--- src/rtl/branch_cond_pkg.sv ---
package branch_cond_pkg;

    typedef enum logic [1:0] {
        CMP_EQ = 2'd0,
        CMP_NE = 2'd1,
        CMP_LT = 2'd2,
        CMP_LE = 2'd3
    } cmp_sel_e;

    typedef enum logic [1:0] {
        FLG_OVF  = 2'd0,
        FLG_ZERO = 2'd1,
        FLG_SIGN = 2'd2,
        FLG_PAR  = 2'd3
    } flag_sel_e;

    typedef enum logic [1:0] {
        MIX_CMP_ONLY = 2'd0,
        MIX_OR_FLAG  = 2'd1,
        MIX_AND_NFLG = 2'd2,
        MIX_OR_NFLG  = 2'd3
    } mix_sel_e;

    localparam int NUM_FLAGS = 4;
    localparam int COND_W    = 6;

endpackage

--- src/rtl/branch_cmp.sv ---
module branch_cmp
    import branch_cond_pkg::*;
#(
    parameter int DATA_W = 32,
    parameter int IDX_W  = 5
) (
    input  logic [DATA_W-1:0] opa_i,
    input  logic [DATA_W-1:0] opb_i,
    input  logic [IDX_W-1:0]  idxa_i,
    input  logic [IDX_W-1:0]  idxb_i,
    input  cmp_sel_e          sel_i,
    output logic              hit_o
);
    logic same_reg;
    logic eq, lt;

    assign same_reg = (idxa_i == idxb_i);
    assign eq       = (opa_i == opb_i);
    assign lt       = (opa_i < opb_i);

    always_comb begin
        unique case (sel_i)
            CMP_EQ:  hit_o = same_reg | eq;
            CMP_NE:  hit_o = ~eq;
            CMP_LT:  hit_o = lt;
            CMP_LE:  hit_o = lt | eq;
            default: hit_o = 1'b0;
        endcase
    end
endmodule

--- src/rtl/branch_flagmix.sv ---
module branch_flagmix
    import branch_cond_pkg::*;
(
    input  logic [NUM_FLAGS-1:0] flags_i,
    input  flag_sel_e            fsel_i,
    input  mix_sel_e             mix_i,
    input  logic                 cmp_i,
    output logic                 take_o
);
    logic flag;
    logic [NUM_FLAGS-1:0] onehot;

    for (genvar g = 0; g < NUM_FLAGS; g++) begin : g_pick
        assign onehot[g] = (fsel_i == flag_sel_e'(g)) & flags_i[g];
    end
    assign flag = |onehot;

    always_comb begin
        unique case (mix_i)
            MIX_CMP_ONLY: take_o = cmp_i;
            MIX_OR_FLAG:  take_o = cmp_i | flag;
            MIX_AND_NFLG: take_o = cmp_i & ~flag;
            MIX_OR_NFLG:  take_o = cmp_i | ~flag;
            default:      take_o = 1'b0;
        endcase
    end
endmodule

--- src/rtl/branch_target.sv ---
module branch_target #(
    parameter int DATA_W = 32
) (
    input  logic [DATA_W-1:0] pc_i,
    input  logic [DATA_W-1:0] target_i,
    input  logic              rel_i,
    input  logic              take_i,
    output logic [DATA_W-1:0] npc_o
);
    localparam logic [DATA_W-1:0] ONE = DATA_W'(1);

    logic [DATA_W-1:0] addend;
    logic [DATA_W-1:0] taken_pc;

    assign addend   = rel_i ? pc_i : '0;
    assign taken_pc = target_i + addend;
    assign npc_o    = take_i ? taken_pc : (pc_i + ONE);
endmodule

--- src/rtl/branch_cond_unit.sv ---
module branch_cond_unit
    import branch_cond_pkg::*;
#(
    parameter int DATA_W = 32,
    parameter int IDX_W  = 5
) (
    input  logic              clk,
    input  logic              rst_n,
    input  logic              start_in,
    input  logic [DATA_W-1:0] opa_in,
    input  logic [DATA_W-1:0] opb_in,
    input  logic [IDX_W-1:0]  idxa_in,
    input  logic [IDX_W-1:0]  idxb_in,
    input  logic [3:0]        flags_in,
    input  logic [5:0]        cond_in,
    input  logic              rel_in,
    input  logic [DATA_W-1:0] pc_in,
    input  logic [DATA_W-1:0] target_in,
    output logic              valid_out,
    output logic              taken_out,
    output logic [DATA_W-1:0] next_pc_out
);
    typedef struct packed {
        logic              valid;
        logic              taken;
        logic [DATA_W-1:0] npc;
    } state_t;

    state_t st_d, st_q;

    logic              cmp_hit;
    logic              take;
    logic [DATA_W-1:0] npc;

    branch_cmp #(.DATA_W(DATA_W), .IDX_W(IDX_W)) u_cmp (
        .opa_i  (opa_in),
        .opb_i  (opb_in),
        .idxa_i (idxa_in),
        .idxb_i (idxb_in),
        .sel_i  (cmp_sel_e'(cond_in[1:0])),
        .hit_o  (cmp_hit)
    );

    branch_flagmix u_mix (
        .flags_i (flags_in),
        .fsel_i  (flag_sel_e'(cond_in[3:2])),
        .mix_i   (mix_sel_e'(cond_in[5:4])),
        .cmp_i   (cmp_hit),
        .take_o  (take)
    );

    branch_target #(.DATA_W(DATA_W)) u_tgt (
        .pc_i     (pc_in),
        .target_i (target_in),
        .rel_i    (rel_in),
        .take_i   (take),
        .npc_o    (npc)
    );

    always_comb begin
        st_d       = st_q;
        st_d.valid = start_in;
        if (start_in) begin
            st_d.taken = take;
            st_d.npc   = npc;
        end
    end

    always_ff @(posedge clk) begin
        if (!rst_n) begin
            st_q <= '0;
        end else begin
            st_q <= st_d;
        end
    end

    assign valid_out   = st_q.valid;
    assign taken_out   = st_q.taken;
    assign next_pc_out = st_q.npc;

    // strobe yields a valid pulse the next cycle, and only then
    assert_valid_follows_start_R8: assert property (@(posedge clk) disable iff (!rst_n)
        start_in |=> valid_out);
    assert_no_spurious_valid_R8: assert property (@(posedge clk) disable iff (!rst_n)
        !start_in |=> !valid_out);
    assert_hold_outputs_R8: assert property (@(posedge clk) disable iff (!rst_n)
        !start_in |=> ($stable(taken_out) && $stable(next_pc_out)));
    // fall-through address
    assert_fallthrough_pc_R7: assert property (@(posedge clk) disable iff (!rst_n)
        (start_in && !take) |=> (next_pc_out == $past(pc_in) + DATA_W'(1)));
    // absolute target
    assert_abs_target_R5: assert property (@(posedge clk) disable iff (!rst_n)
        (start_in && take && !rel_in) |=> (next_pc_out == $past(target_in)));
    // same register equality always taken when used alone
    assert_same_reg_taken_R2: assert property (@(posedge clk) disable iff (!rst_n)
        (start_in && idxa_in == idxb_in && cond_in == 6'd0) |=> taken_out);
endmodule

--- config.mk ---
export PLATFORM = sky130hd
export DESIGN_NAME = branch_cond_unit
export DESIGN_NICKNAME = d
export VERILOG_FILES = /design/src/rtl/branch_cond_pkg.sv /design/src/rtl/branch_cmp.sv /design/src/rtl/branch_flagmix.sv /design/src/rtl/branch_target.sv /design/src/rtl/branch_cond_unit.sv
export SDC_FILE = /design/constraint.sdc
export NUM_CORES = 1
export LEC_CHECK = 0
export ABC_AREA = 1
export BUFFER_PORTS_ARGS = -buffer_cell sky130_fd_sc_hd__buf_2
export CAP_MARGIN = 5
export CORE_AREA = 2 2 97 122
export CTS_CLUSTER_SIZE = 10
export DETAILED_ROUTE_END_ITERATION = 12
export DIE_AREA = 0 0 99 124
export PLACE_DENSITY_LB_ADDON = 0.3
export SYNTH_ARGS = -nofsm -noshare
export SYNTH_HDL_FRONTEND = slang
export SYNTH_HIERARCHICAL = 1
export SYNTH_SLANG_ARGS = --single-unit
--- constraint.sdc ---
create_clock -name clk -period 4.9 [get_ports clk]
set_input_delay 0.245 -clock clk [delete_from_list [all_inputs] [get_ports clk]]
set_output_delay 0.245 -clock clk [all_outputs]
set_load 0.03 [all_outputs]
==> reports/results.ini <==
[global_route]
track_usage = 0.285
grt_pass1_vias = 6885
grt_pass1_wl_mm = 29.1
grt_max_degree = 68
grt_overflow = 0
grt_antenna_before_repair = 0

[synthesis]
yosysTopAreaCell = nand2_1
yosysWarnings = 6
synth.avg_cell_area_um2 = 5.32
synth_fp_nets = 1406
netlist_area_mm2 = 0.00631
synth.area.top_cells = nand2_1 (26%), inv_1 (15%), ha_1 (13%)
synth_seq_cells = 34
yosysTopAreaCellShare = 0.259
syn_inst = 1186
ys_types = 41
synth_seq_area_share = 0.108

[clock_network]
cts_sinks = 34
clk_path_buf_depth = 2
h-tree-depth = 2
cts_inserted_buffers = 5
clk_latency_ns = 0.28
clk_root_buffer_cell = clkbuf_16
postCtsResizedCells = 0
holdBufCountCts = 0
cts_tree = built
cts.clk_slew.worst_paths_ns = 0.05
postCtsSetupBuffers = 0

[place]
io_buffers = 185
dpl.hpwl_mm = 14.8
gp_congestion = 0.941

[setup_path]
crit_type = primary input to flop
path_max_fanout = 36
crit_family = buffers and inverters
cpMostUsedCell = nand2_1
worstSetupStartpointType = primary input
r2r-end = next_pc_out[12]
critPathCapture = next_pc_out[10]
critical_path.startpoint = opa_in[31]
ff2ff_setup_slack_ns = 4.29
crit_cells = 23
arrival_ns = 3.37
worstPathRequired_ns = 5.11
rr_startpoint = next_pc_out[12]
crit_buf_inv = 5
crit_path_top_delay_cell = inv_1
slowest_delay_ns = 0.52
crit_chain = buf_2, ha_1, a21oi_1, o21a_1, nand2_1, a21oi_1, nand3_1, nand2_1, nand2_1, inv_1, nand2_1, nand2_1, nor2_1, a21oi_2, buf_4, inv_1, a21oi_1, o21ai_0, o21ai_0, inv_1, nand2_1, nand2_1, nor2_1
end_kind = flop
reg2regPathDepth = 2

[floorplan]
fp-row-count = 43
chipWidth_um = 99
die_area_mm2 = 0.0123
pin_count = 186
initial_core_util = 0.572
die-height_um = 124
core-area_mm2 = 0.0110

[sta]
hold_viol = 0
slew-limit-headroom = 0.302
finalSetupTns_ns = 0
post-route-min-period_ns = 3.16
tightest_slew_ns = 1.05
finalCritPeriodShare = 0.645
drv_slew = 0
whs_ns = 0.395
finClkSkew_ns = 0
rsz0062_at_grt = no
max_freq_ghz = 0.316
finalSetupViolations = 0

[drt]
drc = 0
wirelength_mm = 17.3
viasPerCell = 4.93
drtPass1Iterations = 6
antenna_left = 0
wl_per_cell_um = 11.6
num_vias = 7360
drtIter0Drc = 420

[final_layout]
final_nets = 1578
drive_gt1_frac = 0.177
antennaDiodeCount = 0
n_fill_cell = 1099
syn_to_final_growth_pct = 18.1

[outcome]
status = complete, no violations

[job]
cap_viol_max_count = 0

[min_path]
hold-path-cell-count = 6
hp-class = primary input to flop

[power_and_ir_drop]
powerDensity_mw_per_mm2 = 179
vdd_drop_max_uv = 172
totalPowerFinal_mw = 1.34
p_leak_nw = 4.90

## worst min-delay path by stage
stage / endpoint / slack, ns / from
after global routing: next_pc_out[0] / 0.47 / pc_in[0]
after CTS: next_pc_out[0] / 0.39 / pc_in[0]
after floorplan: next_pc_out[29] / 0.51 / rst_n
after detailed placement: next_pc_out[15] / 0.46 / next_pc_out[15]
final: next_pc_out[0] / 0.39 / pc_in[0]
after global placement: next_pc_out[18] / 0.45 / next_pc_out[18]
## worst reg2reg max path, delay by kind of cell (launching register included)
kind	cells	cell delay, ns
flip-flops	1	0.31
AND/OR/NAND/NOR	2	0.18
## synthesized netlist by cell type (all sizes together)
cell type  count
a21boi         1
a21o           3
a21oi         52
a31o           2
and2           1
and3           1
buf           12
clkbuf         9
dfxtp         34
fa             1
ha            67
inv          249
nand2        448
nand3         65
nand3b         3
nand4         13
nor2         149
nor3          11
o2111ai        1
o21a           2
o21ai         24
o21bai         7
o22ai          3
or2            2
xnor2         13
xor2          13
## report_power, final
part / switching (mW) / internal (mW)
Combinational: 0.455 / 0.254
Sequential: 0.0124 / 0.304
Clock: 0.109 / 0.201
## sequential cells by signal (all words and copies together) (netlist names)
register,count
valid_out,1
next_pc_out,32
taken_out,1
## placed cells by master, fill, tap and decap left out, types with 5 or more instances in the layout
cell       synthesis  layout
a21oi_1           50      50
nand3_1           60      60
o21bai_1           7       7
xor2_1            13      13
o21ai_1            7       7
inv_1            246     246
xnor2_1           13      13
clkbuf_16          0       5
ha_1              67      67
o21ai_0           17      17
buf_2              7     185
nor3_1             6       6
nor2_1           135     135
nand2_2           11      11
nor2_4             8       8
nand3_2            5       5
nor2_2             5       5
nand2_1          436     436
dfxtp_1           34      34
nor3_2             5       5
nand4_1            9       9
## layout make-up
type                            count  area (um2)  area share
Clock buffer                        7         143      0.0192
Sequential cell                    34         681      0.0914
Tap cell                          135         169      0.0227
Multi-Input combinational cell    882        4580       0.615
Timing Repair Buffer              186         933       0.125
Inverter                          249         935       0.125
Clock inverter                      1        5.00    0.000672
## layer usage
| metal | track usage | vias up | part of all wire | wire (um) |
|---|---|---|---|---|
| met3 | 0.0196 | 21 | 0.059 | 1030 |
| met5 | 0 | - | 0 | 0 |
| met4 | 0.0848 | 0 | 0.020 | 339 |
| li1 | - | 3938 | - | - |
| met1 | 0.337 | 3156 | 0.42 | 7320 |
| met2 | 0.547 | 245 | 0.50 | 8640 |
## cells by family (layout without fill, tap and decap cells)
logic type	after synthesis	in the layout	share of synthesized area
buf+inv	270	443	0.166
flops	34	34	0.108
compound gates	95	95	0.0841
fa+ha+maj	68	68	0.136
xor+xnor	26	26	0.0361
simple gates	693	693	0.470
## metrics by stage
step                      instances  cell area [um2]  utilization  setup WS, ns
after floorplan                1186             6310            -          2.39
after global placement         1486             7300        0.662          1.59
after detailed placement       1486             7300        0.662          1.54
after CTS                      1494             7450        0.675          1.78
after global routing           1494             7450        0.675          1.31
final                          1494             7450        0.675          1.74
Power figures use the tool's default switching activity.
